File: config.mk
export PLATFORM = sky130hd
export DESIGN_NAME = tiny_core
export DESIGN_NICKNAME = d
export VERILOG_FILES = /design/src/rtl/tiny_core_pkg.sv /design/src/rtl/tiny_core_ctrl.sv /design/src/rtl/tiny_core_regs.sv /design/src/rtl/tiny_core_alu.sv /design/src/rtl/tiny_core_pcgen.sv /design/src/rtl/tiny_core.sv
export SDC_FILE = /design/constraint.sdc
export NUM_CORES = 1
export LEC_CHECK = 0
export BUFFER_PORTS_ARGS = -buffer_cell sky130_fd_sc_hd__buf_2
export CORE_MARGIN = 8
export CORE_UTILIZATION = 41
export DETAILED_ROUTE_END_ITERATION = 7
export GPL_TIMING_DRIVEN = 0
export PLACE_DENSITY_LB_ADDON = 0.25
export SKIP_CTS_REPAIR_TIMING = 1
export SLEW_MARGIN = 20
export SYNTH_ARGS = -nofsm -noshare
export SYNTH_HDL_FRONTEND = slang
export SYNTH_SLANG_ARGS = --single-unit
File: constraint.sdc
create_clock -name clk -period 3.65 [get_ports clk]
set_input_delay 0 -clock clk [delete_from_list [all_inputs] [get_ports clk]]
set_output_delay 0 -clock clk [all_outputs]
set_load 0.02 [all_outputs]
File: src/rtl/tiny_core_pkg.sv
package tiny_core_pkg;

   typedef enum logic [2:0] {
      OP_ADD  = 3'b000,
      OP_NOR  = 3'b001,
      OP_LW   = 3'b010,
      OP_SW   = 3'b011,
      OP_BEQ  = 3'b100,
      OP_JALR = 3'b101,
      OP_HALT = 3'b110,
      OP_NOOP = 3'b111
   } opcode_e;

   localparam int OPC_LSB = 22;
   localparam int OPC_W   = 3;
   localparam int RA_LSB  = 19;
   localparam int RB_LSB  = 16;
   localparam int RD_LSB  = 0;
   localparam int RF_W    = 3;
   localparam int OFF_W   = 16;
   localparam int TOP_BIT = OPC_LSB + OPC_W - 1;

   typedef enum logic [1:0] {
      WB_ALU  = 2'd0,
      WB_MEM  = 2'd1,
      WB_LINK = 2'd2
   } wb_sel_e;

   typedef struct packed {
      logic    reg_we;
      logic    dest_is_rd;
      wb_sel_e wb_sel;
      logic    alu_nor;
      logic    alu_imm;
      logic    mem_we;
      logic    is_beq;
      logic    is_jalr;
      logic    is_halt;
   } ctrl_t;

endpackage

File: src/rtl/tiny_core_ctrl.sv
module tiny_core_ctrl
   import tiny_core_pkg::*;
(
   input  opcode_e opcode,
   output ctrl_t   ctl
);

   always_comb begin
      ctl = '0;
      unique case (opcode)
         OP_ADD: begin
            ctl.reg_we     = 1'b1;
            ctl.dest_is_rd = 1'b1;
            ctl.wb_sel     = WB_ALU;
         end
         OP_NOR: begin
            ctl.reg_we     = 1'b1;
            ctl.dest_is_rd = 1'b1;
            ctl.wb_sel     = WB_ALU;
            ctl.alu_nor    = 1'b1;
         end
         OP_LW: begin
            ctl.reg_we  = 1'b1;
            ctl.wb_sel  = WB_MEM;
            ctl.alu_imm = 1'b1;
         end
         OP_SW: begin
            ctl.mem_we  = 1'b1;
            ctl.alu_imm = 1'b1;
         end
         OP_BEQ:  ctl.is_beq = 1'b1;
         OP_JALR: begin
            ctl.reg_we  = 1'b1;
            ctl.wb_sel  = WB_LINK;
            ctl.is_jalr = 1'b1;
         end
         OP_HALT: ctl.is_halt = 1'b1;
         default: ctl = '0;
      endcase
   end

endmodule

File: src/rtl/tiny_core_regs.sv
module tiny_core_regs #(
   parameter int W  = 32,
   parameter int N  = 8,
   parameter int AW = $clog2(N)
) (
   input  logic          clk,
   input  logic          rst_n,
   input  logic          we,
   input  logic [AW-1:0] waddr,
   input  logic [W-1:0]  wdata,
   input  logic [AW-1:0] raddr_a,
   input  logic [AW-1:0] raddr_b,
   output logic [W-1:0]  rdata_a,
   output logic [W-1:0]  rdata_b
);

   logic [N-1:0]        sel;
   logic [N-1:0][W-1:0] bank;

   for (genvar i = 0; i < N; i++) begin : g_ent
      logic [W-1:0] q;
      assign sel[i] = we && (waddr == AW'(i));
      always_ff @(posedge clk or negedge rst_n) begin
         if (!rst_n)      q <= '0;
         else if (sel[i]) q <= wdata;
      end
      assign bank[i] = q;
   end

   assign rdata_a = bank[raddr_a];
   assign rdata_b = bank[raddr_b];

endmodule

File: src/rtl/tiny_core_alu.sv
module tiny_core_alu #(
   parameter int W = 32
) (
   input  logic [W-1:0] a,
   input  logic [W-1:0] b,
   input  logic         do_nor,
   output logic [W-1:0] y,
   output logic         same
);

   assign y    = do_nor ? ~(a | b) : (a + b);
   assign same = (a == b);

endmodule

File: src/rtl/tiny_core_pcgen.sv
module tiny_core_pcgen #(
   parameter int AW = 16
) (
   input  logic          clk,
   input  logic          rst_n,
   input  logic          halt_req,
   input  logic          take_br,
   input  logic          jump,
   input  logic [AW-1:0] jump_to,
   input  logic [AW-1:0] offset,
   output logic [AW-1:0] pc,
   output logic [AW-1:0] pc_inc,
   output logic          halted
);

   logic [AW-1:0] pc_q;
   logic [AW-1:0] br_dest;
   logic [AW-1:0] pc_nxt;
   logic          stop_q;

   assign pc_inc  = pc_q + AW'(1);
   assign br_dest = pc_inc + offset;

   always_comb begin
      if (stop_q || halt_req) pc_nxt = pc_q;
      else if (jump)          pc_nxt = jump_to;
      else if (take_br)       pc_nxt = br_dest;
      else                    pc_nxt = pc_inc;
   end

   always_ff @(posedge clk or negedge rst_n) begin
      if (!rst_n) begin
         pc_q   <= '0;
         stop_q <= 1'b0;
      end else begin
         pc_q   <= pc_nxt;
         stop_q <= stop_q | halt_req;
      end
   end

   assign pc     = pc_q;
   assign halted = stop_q;

endmodule

File: src/rtl/tiny_core.sv
module tiny_core
   import tiny_core_pkg::*;
#(
   parameter int XLEN = 32,
   parameter int IAW  = 16,
   parameter int DAW  = 16,
   parameter int NREG = 8
) (
   input  logic            clk,
   input  logic            rst_n,
   output logic [IAW-1:0]  imem_addr,
   input  logic [XLEN-1:0] imem_rdata,
   output logic [DAW-1:0]  dmem_addr,
   output logic [XLEN-1:0] dmem_wdata,
   output logic            dmem_we,
   input  logic [XLEN-1:0] dmem_rdata,
   output logic            halted
);

   localparam int RIW = $clog2(NREG);

   initial begin
      assert (XLEN > TOP_BIT + 1) else $error("XLEN too small for the instruction layout");
      assert (NREG == (1 << RF_W)) else $error("register count must match the 3-bit fields");
      assert (IAW > 0 && IAW < XLEN) else $error("IAW out of range");
      assert (DAW > 0 && DAW < XLEN) else $error("DAW out of range");
      assert (XLEN > OFF_W) else $error("XLEN must exceed offset width");
   end

   opcode_e         opc;
   logic [RIW-1:0]  ra, rb, rd, waddr;
   logic [XLEN-1:0] imm;
   logic [XLEN-1:0] va, vb, alu_b, alu_y, wdata;
   logic            eq;
   logic            live;
   logic [IAW-1:0]  pc, pc_inc;
   ctrl_t           ctl;

   assign opc = opcode_e'(imem_rdata[OPC_LSB +: OPC_W]);
   assign ra  = imem_rdata[RA_LSB +: RIW];
   assign rb  = imem_rdata[RB_LSB +: RIW];
   assign rd  = imem_rdata[RD_LSB +: RIW];
   assign imm = {{(XLEN-OFF_W){imem_rdata[OFF_W-1]}}, imem_rdata[OFF_W-1:0]};

   tiny_core_ctrl u_ctrl (
      .opcode (opc),
      .ctl    (ctl)
   );

   tiny_core_regs #(.W(XLEN), .N(NREG), .AW(RIW)) u_regs (
      .clk     (clk),
      .rst_n   (rst_n),
      .we      (ctl.reg_we && live),
      .waddr   (waddr),
      .wdata   (wdata),
      .raddr_a (ra),
      .raddr_b (rb),
      .rdata_a (va),
      .rdata_b (vb)
   );

   assign alu_b = ctl.alu_imm ? imm : vb;

   tiny_core_alu #(.W(XLEN)) u_alu (
      .a      (va),
      .b      (alu_b),
      .do_nor (ctl.alu_nor),
      .y      (alu_y),
      .same   (eq)
   );

   tiny_core_pcgen #(.AW(IAW)) u_pc (
      .clk      (clk),
      .rst_n    (rst_n),
      .halt_req (ctl.is_halt),
      .take_br  (ctl.is_beq && eq),
      .jump     (ctl.is_jalr),
      .jump_to  (va[IAW-1:0]),
      .offset   (imm[IAW-1:0]),
      .pc       (pc),
      .pc_inc   (pc_inc),
      .halted   (halted)
   );

   assign live  = !halted;
   assign waddr = ctl.dest_is_rd ? rd : rb;

   always_comb begin
      unique case (ctl.wb_sel)
         WB_MEM:  wdata = dmem_rdata;
         WB_LINK: wdata = XLEN'(pc_inc);
         default: wdata = alu_y;
      endcase
   end

   assign imem_addr  = pc;
   assign dmem_addr  = alu_y[DAW-1:0];
   assign dmem_wdata = vb;
   assign dmem_we    = ctl.mem_we && live;

   logic unused_bits;
   assign unused_bits = ^{imem_rdata[XLEN-1:TOP_BIT+1], alu_y[XLEN-1:DAW], va[XLEN-1:IAW]};

endmodule

Word-level counts from Yosys, hierarchy flattened --
Index checks and enable logic that the tools add are counted.
Operators by class: multiplexer cells 19, $mul 0, equal/unequal tests 16, div/mod/pow operators 0, magnitude comparators 2, shift operators 0, bitwise logic cells 3, reduce and logical (&&, ||, !) cells 18, add/subtract/negate cells 3
Operator list (number):
- binary-select mux 32 bit (select 3 bit) | 2
- two-way mux 32 bit | 4
- one-hot mux 32 bit (2 select lines) | 1
- adder 32 bit | 1
- equality test 32 bit | 1
- two-way mux 16 bit | 2
- inverter 32 bit | 1
- bitwise OR 32 bit | 1
- equality test 3 bit, second input constant | 7
- adder 16 x 1 -> 16 bit, second input constant | 1
- adder 16 bit | 1
- equality test 3 x 2 -> 1 bit, second input constant | 4
- logical AND 1 bit | 11
- < comparator 3 x 4 -> 1 bit, second input constant | 2
- two-way mux 1 bit | 8
- equality test 3 x 1 -> 1 bit, second input constant | 2
- logical NOT 3 bit | 2
- one-hot mux 2 bit (2 select lines) | 1
- OR reduction 2 bit | 2
- OR reduction 4 bit | 1
- two-way mux 3 bit | 1
- equality test 2 x 1 -> 1 bit, second input constant | 1
- equality test 2 bit, second input constant | 1
- logical NOT 1 bit | 1
- other kinds (2) | 2
Word-level totals: flip-flop bits (word level) 273, latch bits 0, output and inout bits 66, ROM bits 0, memories 0, bits of input ports 66, bits in writable memories 0

Longest topological paths before layout --
Gate-level depths: netlist of the first run.
depth after elaboration 8, gate-level depth with buffers 22

Hierarchy --
From an unflattened synthesis of the first run, not the netlist that was laid out.
Second synthesis, totals: cells, all modules 1619, area total of the unflattened synthesis 19606.3 um^2
Modules (own cells, without submodules):
- tiny_core_regs | area an instance 13724.4 um^2, cells each 779, times used 1
- tiny_core_alu | area an instance 2925.3 um^2, cells each 447, times used 1
- tiny_core_pcgen | area an instance 1928.1 um^2, cells each 241, times used 1
- tiny_core | area an instance 945.9 um^2, cells each 142, times used 1
- tiny_core_ctrl | area an instance 82.6 um^2, cells each 10, times used 1

Least setup slack after synthesis of the first run --
Ideal clock, no wire load.
path type input port to flip-flop, from in imem_rdata[19], to reg u_regs.g_ent[1].q[30], path buffers 5, data arrival time 4696 ps, required time 3508 ps, setup slack -1188 ps, setup time 142 ps, stages 21, path through buf_2 -> buf_2 -> clkbuf_1 -> buf_1 -> mux4_2 -> mux2_2 -> ha_1 -> clkbuf_1 -> a21o_1 -> a21o_1 -> a21o_1 -> a21oi_1 -> nor2b_1 -> o21ai_0 -> nand2_1 -> a21o_1 -> a41oi_1 -> xor2_1 -> nor2_1 -> a221oi_2 -> o21ai_0
Between the ends: cells in the longest elaborated chain, start to end 6
RTL lines:
- start: declaration | line tiny_core.sv:12 | input logic [XLEN-1:0] imem_rdata,
- binary-select mux 32 bit (select 3 bit) (*) | line tiny_core_regs.sv:30 | assign rdata_a = bank[raddr_a];
- two-way mux 32 bit (not written as such) (*) | line tiny_core_regs.sv:30
- parallel branches: the longest is 2 deep, another holds adder 32 bit
- two-way mux 32 bit (*) | line tiny_core_alu.sv:11 | assign y = do_nor ? ~(a | b) : (a + b);
- one-hot mux 32 bit (2 select lines) (*) | line tiny_core.sv:89 | unique case (ctl.wb_sel)
- end signal: assignment | line tiny_core_regs.sv:25 | else if (sel[i]) q <= wdata;
- end: declaration | line tiny_core_regs.sv:21 | logic [W-1:0] q;
Mark *: on every way between the ends. The select of a mux whose other input is x is not followed. A chain may end at the register's enable or synchronous reset.

Worst setup path after layout of the first run --
from reg u_regs.g_ent[3].q[0], to reg u_regs.g_ent[5].q[30]
Between the ends: cells in the longest elaborated chain, start to end 6
RTL lines:
- start: declaration | line tiny_core_regs.sv:21
- start signal: assignment | line tiny_core_regs.sv:25
- binary-select mux 32 bit (select 3 bit) | line tiny_core_regs.sv:31 | assign rdata_b = bank[raddr_b];
- two-way mux 32 bit (not written as such) | line tiny_core_regs.sv:31
- two-way mux 32 bit | line tiny_core.sv:62 | assign alu_b = ctl.alu_imm ? imm : vb;
- adder 32 bit (*) | line tiny_core_alu.sv:11
- two-way mux 32 bit (*) | line tiny_core_alu.sv:11
- one-hot mux 32 bit (2 select lines) (*) | line tiny_core.sv:89
- end signal: assignment | line tiny_core_regs.sv:25
- end: declaration | line tiny_core_regs.sv:21
Mark *: on every way between the ends. The rest lies on a longest branch, timed or not. The select of a mux whose other input is x is not followed.

==> out/metrics.cfg, run 1 <==
[critical_path]
startpoint=u_regs.g_ent[3].q[0]
crit_path_start_kind=register
critical_path_required_ps=4070
end_kind=register
reg2reg_from=u_regs.g_ent[3].q[0]
worstReg2RegEnd=u_regs.g_ent[5].q[30]
crit_arrival_ps=4730
reg2reg_slack_ps=-660
crit_type=reg -> reg
cp_max_fo=8
ff2ff_path_depth=20

[clock_tree]
cts_tree=yes
ctsRootBufferMaster=clkbuf_16
h-tree-depth=1
clock_insertion_delay_worst_skew_ps=580
cts_made_buffers=30
cts_buffer_depth=3
clk_pin_slew_ps=60
cts_sinks=273

[synth]
synth_nets=1975
synth_xor_area_share_pct=2.498
synth_top_family_by_area=multiplexers
synthMuxAreaShare_pct=20.80
synth-simple-area-share_pct=11.83
postSynthAreaPerCell_sq_um=9.744
synth_compound_area_share_pct=16.97
yosysUniqueCellTypes=71
synth_adder_area_share_pct=5.220
synthArstFlopShare_pct=100.0
netlist_area_sq_um=17880
ys_ff_latch=273
seq_area_frac_synth_pct=38.21
synth_ff_type=dfrtp_1
synth_edf_count=0
postSynthCellCount=1835
yosys_warnings=0

[global_route]
first_global_vias=15731
grt_start_max_net_pins=99
grt-ovfl-total=0
grt_pass1_wl_mm=101.4
grt_usage_pct=26.44
grt_antenna_before_repair=1

[sta]
holdWs_ps=-26.70
rsz0062_at_grt=true
tightest_slew_ps=1154
period_needed_ps=4306
finalClockSkew_ps=14.19
period_share_pct=118.0
hold_viol=3
max_slew_margin_pct=23.06
final-setup-viol-count=164
final_max_slew_viol_count=0
fmax_mhz=232.2
worst_slack_ps=-656.3

[hold_path]
min_from=dmem_rdata[7]
worst_hold_path.endpoint=u_regs.g_ent[1].q[7]
holdPathStages=4
hold_class=in -> reg

[route]
dr.pass1.iters=8
drt_iter0_drc=2024
num_vias=16542
drt-total-wl_mm=70.90
viasPerCell=6.172
ant_nets=0
drc=0
routedWlPerCell_um=26.45

[cells_and_area]
syn_to_final_growth_pct=30.21
final_core_util_pct=54.05
fin_nets=2211
layout_commonest_cell=dfrtp_1
stdcell_area_sq_um=23280
mostFrequentLayoutCells=dfrtp_1, nand2_1, nor2_1
drive_gt1_share_pct=35.43

[floorplan]
rows=76
pin_count=132
dieArea_sq_um=50550
die_x_um=224.8
initial_core_util_pct=41.51
core-area_sq_um=43080
die_y_um=224.8

[power]
ir_drop_mv=0.3420
p_leak_nw=10.13
power_density_nw_per_um2=716.5
power_mw=16.68

[run_status]
violations=hold timing, setup timing
status=complete, but fails checks

[placed_design]
dp_worst_setup_slack_ps=-2034
place_congestion=0.8906
numPortBuffers=120
hpwl_mm=50.01
place_area_sq_um=19570

[flow_run]
max_cap_viol_count=0

## critical path: stages (launching register included)
cell      delay (ps)
dfrtp_1          390
mux4_2           470
mux2_4           320
nand2b_4         160
o21ai_4           70
inv_2             60
ha_4             190
ha_4             150
o21bai_4         160
a21o_1           210
a21o_4           250
a41oi_4          300
o211ai_1         120
buf_4            180
buf_6            120
a41oi_2          190
xor2_1           230
nor2_2            80
a221oi_4         240
buf_12           190
a21oi_2           60
## state kept, by name (all words and copies together), names as in the netlist
name / flops
u_pc.pc: 16
u_pc.halted: 1
u_regs.g_ent.q: 256
## cells in the mapped netlist (5+ instances only)
library cell | n | area [sq um]
xor2_1 | 20 | 175.2
nor3_1 | 13 | 65.06
nand3_1 | 17 | 85.08
inv_1 | 77 | 289.0
a21oi_1 | 170 | 850.8
nand2b_1 | 16 | 100.1
o21bai_1 | 10 | 75.07
nand4_1 | 6 | 37.54
nor2_1 | 176 | 660.6
a22o_1 | 11 | 96.34
buf_1 | 15 | 56.30
and2_1 | 8 | 50.05
o21ai_1 | 6 | 30.03
nand2_1 | 220 | 825.8
mux2_2 | 49 | 551.8
mux2i_1 | 35 | 350.3
a22oi_1 | 7 | 52.55
clkbuf_1 | 105 | 394.1
nor2b_1 | 12 | 75.07
o21ai_0 | 209 | 1046
a31oi_1 | 17 | 106.4
nor4_1 | 9 | 56.30
o31ai_1 | 5 | 37.54
dfrtp_1 | 273 | 6832
ha_1 | 73 | 913.4
a222oi_1 | 8 | 80.08
and3_1 | 8 | 50.05
o21a_1 | 5 | 37.54
mux4_2 | 121 | 2725
xnor2_1 | 31 | 271.5
a21o_1 | 25 | 187.7
o22ai_1 | 6 | 37.54
## per-stage QoR
stage	instances	TNS [ps]
final	2680	-51600
after global routing	2680	-64790
after CTS	2603	-199680
after detailed placement	2548	-351470
after global placement	2540	-1059970
after floorplan	1835	-12360
## where the power goes
part / total, mW / leakage (nW) / switching, mW / internal, mW
Combinational: 8.89 / 6.05 / 4.90 / 3.99
Sequential: 4.50 / 3.55 / 0.688 / 3.81
Clock: 3.29 / 0.524 / 1.34 / 1.95
## area by class of cell
cell class	count	area (sq um)
fillers	3800	19800
clock inverters	16	192.7
diodes	1	2.502
clock buffers	39	865.8
plain buffers	118	664.4
well taps	585	732.0
flip-flops and latches	273	6833
inverters	77	289.0
multi-input cells	1357	12040
repair buffers	214	1665
## per-layer routing
metal	vias up	share of wire, %	GRT usage (%)
met4	0	3.6	9.897
met1	8396	41	36.27
met5	-	0	0
met2	852	46	41.14
met3	171	9.3	5.171
li1	7123	-	-
## how the worst max path moves through the flow
stage / to
final: u_regs.g_ent[5].q[30]
after global routing: dmem_addr[14]
after CTS: u_regs.g_ent[3].q[27]
after detailed placement: u_regs.g_ent[3].q[27]
after global placement: u_regs.g_ent[0].q[22]
after floorplan: u_regs.g_ent[1].q[30]
## logic make-up (layout without fill, tap and decap cells)
family / after synthesis / after routing
other: 0 / 1
adders and majority gates: 74 / 74
buffers and inverters: 205 / 464
xor gates and xnor gates: 51 / 51
muxes: 210 / 210
AOI/OAI and AO/OA: 522 / 522
DFF: 273 / 273
and+or+nand+nor: 500 / 500
No activity file was read; power rests on OpenSTA's default activity.
==> run 2: changes to the inputs <==
--- a/config.mk
+++ b/config.mk
@@ -7,8 +7,9 @@
 export LEC_CHECK = 0
 export BUFFER_PORTS_ARGS = -buffer_cell sky130_fd_sc_hd__buf_2
 export CORE_MARGIN = 8
-export CORE_UTILIZATION = 41
+export CORE_UTILIZATION = 50
 export DETAILED_ROUTE_END_ITERATION = 7
+export GPL_ROUTABILITY_DRIVEN = 0
 export GPL_TIMING_DRIVEN = 0
 export PLACE_DENSITY_LB_ADDON = 0.25
 export SKIP_CTS_REPAIR_TIMING = 1
==> constraint.sdc (replaced) <==
create_clock -name clk -period 4.9 [get_ports clk]
set_input_delay 0 -clock clk [delete_from_list [all_inputs] [get_ports clk]]
set_output_delay 0 -clock clk [all_outputs]
set_load 0.02 [all_outputs]
==> run 2 against run 1 <==
The run ends with hold timing left. Utilization grew 3.5 points. Total power shrank 38%. Critical path depth grew 2. Critical endpoint is now u_regs.g_ent[5].q[25]. Largest power group unchanged.
==> out/metrics.cfg, run 2 (same netlist as run 1, synthesis figures left out) <==
[hold_path]
holdPathStages=3  ; was 4
worst_hold_path.endpoint=u_regs.g_ent[0].q[17]  ; was u_regs.g_ent[1].q[7]
hold_class=in -> reg  ; unchanged
min_from=dmem_rdata[17]  ; was dmem_rdata[7]

[placed_design]
place_area_sq_um=19160  ; was 19,570 sq um
numPortBuffers=120  ; unchanged
dp_worst_setup_slack_ps=-1717  ; was -2034 ps
dp.cells=2424  ; was 2,548
hpwl_mm=47.35  ; was 50.01 mm

[power]
power_mw=10.42  ; was 16.68 mW
p_leak_nw=9.238  ; was 10.13 nW
power_density_nw_per_um2=511.2  ; was 716.5 nW/um^2
ir_drop_mv=0.3530  ; was 0.3420 mV

[sta]
worst_slack_ps=85.12  ; was -656.3 ps
holdWs_ps=-9.482  ; was -26.70 ps
period_needed_ps=4815
max_slew_margin_pct=30.61  ; was 23.06%
final-setup-viol-count=0  ; was 164
hold_viol=4  ; was 3
fmax_mhz=207.7
tightest_slew_ps=1041  ; was 1154 ps
finalClockSkew_ps=26.83  ; was 14.19 ps
totalNegativeSetupSlack_ps=0  ; was -51,600 ps
period_share_pct=98.26
rsz0062_at_grt=true  ; unchanged
final_max_slew_viol_count=0  ; unchanged

[cells_and_area]
stdcell_area_sq_um=20380  ; was 23,280 sq um
drive_gt1_share_pct=20.23  ; was 35.43%
syn_to_final_growth_pct=13.97  ; was 30.21%
instances_no_fill=2489  ; was 2,680
fin_nets=2147  ; was 2,211
mostFrequentLayoutCells=dfrtp_1, nand2_1, o21ai_0  ; was dfrtp_1, nand2_1, nor2_1
largest_reg_flops=256  ; unchanged
layout_commonest_cell=dfrtp_1  ; unchanged
final_core_util_pct=57.57  ; was 54.05%
top_register=u_regs.g_ent.q  ; unchanged

[route]
ant_nets=0  ; unchanged
routedWlPerCell_um=26.03  ; was 26.45 um
drt_iter0_drc=1840  ; was 2,024
dr.pass1.iters=5  ; was 8
num_vias=16262  ; was 16,542
drt-total-wl_mm=64.79  ; was 70.90 mm
drc=0  ; unchanged
viasPerCell=6.534  ; was 6.172

[clock_tree]
cts_tree=yes  ; unchanged
ctsRootBufferMaster=clkbuf_16  ; unchanged
cts_made_buffers=28  ; was 30
clock_insertion_delay_worst_skew_ps=570  ; was 580 ps
clk_pin_slew_ps=60  ; about the same
h-tree-depth=1  ; unchanged
cts_sinks=273  ; unchanged
cts_buffer_depth=3  ; unchanged

[floorplan]
die_y_um=205.1  ; was 224.8 um
core-area_sq_um=35400  ; was 43,080 sq um
die_x_um=205.1  ; was 224.8 um
pin_count=132  ; unchanged
initial_core_util_pct=50.51  ; was 41.51%
dieArea_sq_um=42070  ; was 50,550 sq um
rows=69  ; was 76

[critical_path]
end_kind=register  ; unchanged
cpPeakStageDelay_ps=540  ; was 470 ps
slowest_stage=mux4_2  ; unchanged
worstReg2RegEnd=u_regs.g_ent[5].q[25]  ; was u_regs.g_ent[5].q[30]
cpLargestDelayFamily=compound AO/OA/AOI/OAI gates  ; unchanged
path_cells=buf_2 > buf_6 > clkbuf_4 > clkbuf_4 > mux4_2 > mux2_2 > nand2b_1 > o21ai_0 > ha_1 > and3_1 > a32oi_1 > o21ai_0 > a21oi_4 > o21ai_2 > a31o_1 > a21oi_2 > o31ai_1 > xor2_1 > a222oi_1 > buf_4 > buf_2 > a21oi_1  ; was mux4_2 > mux2_4 > nand2b_4 > o21ai_4 > inv_2 > ha_4 > ha_4 > o21bai_4 > a21o_1 > a21o_4 > a41oi_4 > o211ai_1 > buf_4 > buf_6 > a41oi_2 > xor2_1 > nor2_2 > a221oi_4 > buf_12 > a21oi_2
crit_path_start_kind=primary input  ; was register
critical_path_required_ps=5290  ; was 4070 ps
reg2reg_slack_ps=140  ; was -660 ps
crit_type=in -> reg  ; was reg -> reg
ff2ff_path_depth=20  ; unchanged
crit_arrival_ps=5210  ; was 4730 ps
reg2reg_from=u_regs.g_ent[1].q[0]  ; was u_regs.g_ent[3].q[0]
crit_buf_inv=6  ; was 4
cp_max_fo=10  ; was 8

[run_status]
status=complete, but fails checks  ; unchanged
violations=hold timing  ; was hold timing, setup timing

[global_route]
grt-ovfl-total=0  ; unchanged
grt_usage_pct=30.41  ; was 26.44%
grt_start_max_net_pins=101  ; was 99
grt_antenna_before_repair=1  ; unchanged
grt_pass1_wl_mm=97.64  ; was 101.4 mm
first_global_vias=16068  ; was 15,731

[flow_run]
max_cap_viol_count=0  ; unchanged

==> run 2: cell count changes in the layout (fill, tap and decap cells not counted), sizes merged <==
cell,previous run,this run
clkdlybuf4s18,0,1
clkdlybuf4s15,0,1
clkbuf,133,152
clkinv,9,7
dlygate4sd3,14,9
buf,224,144
clkinvlp,2,3
bufinv,4,2
==> run 2: final cells by class <==
cell class / count / area [sq um]
Antenna cell: 1 / 2.502
Buffer: 128 / 580.6
Clock buffer: 37 / 805.8
Clock inverter: 13 / 126.4
Fill cell: 3062 / 15020
Inverter: 77 / 289.0
Multi-Input combinational cell: 1357 / 10320
Sequential cell: 273 / 6832
Tap cell: 461 / 576.8
Timing Repair Buffer: 142 / 840.8
==> run 2: worst max path at each step <==
| stage | from | endpoint | slack (ps) | cells after the start |
|---|---|---|---|---|
| after floorplan | imem_rdata[19] | u_regs.g_ent[1].q[30] | 60 | 21 |
| after global placement | imem_rdata[16] | u_regs.g_ent[4].q[27] | -1750 | 21 |
| after detailed placement | imem_rdata[19] | u_regs.g_ent[2].q[30] | -1720 | 21 |
| after CTS | imem_rdata[19] | u_regs.g_ent[2].q[30] | -1160 | 21 |
| after global routing | imem_rdata[16] | u_regs.g_ent[5].q[25] | -80 | 22 |
| final | imem_rdata[16] | u_regs.g_ent[5].q[25] | 90 | 22 |
==> run 2: power by group <==
group	switching (mW)	total, mW	internal (mW)	leakage (nW)
combinational	2.92	4.86	1.94	5.23
sequential	0.504	3.34	2.84	3.55
clock	0.951	2.21	1.26	0.457
==> run 2: worst min-delay path, delay by kind of cell <==
| kind | cells | cell delay, ps |
|---|---|---|
| buffers and inverters | 1 | 90 |
| AO/OA/AOI/OAI | 2 | 400 |
==> run 2: per-layer routing <==
metal	vias up	wire [um]	global-route usage, %
met3	203	7869	8.966
met1	8045	24750	39.53
li1	6968	-	-
met4	0	2815	12.74
met5	-	0	0
met2	1046	29350	47.11
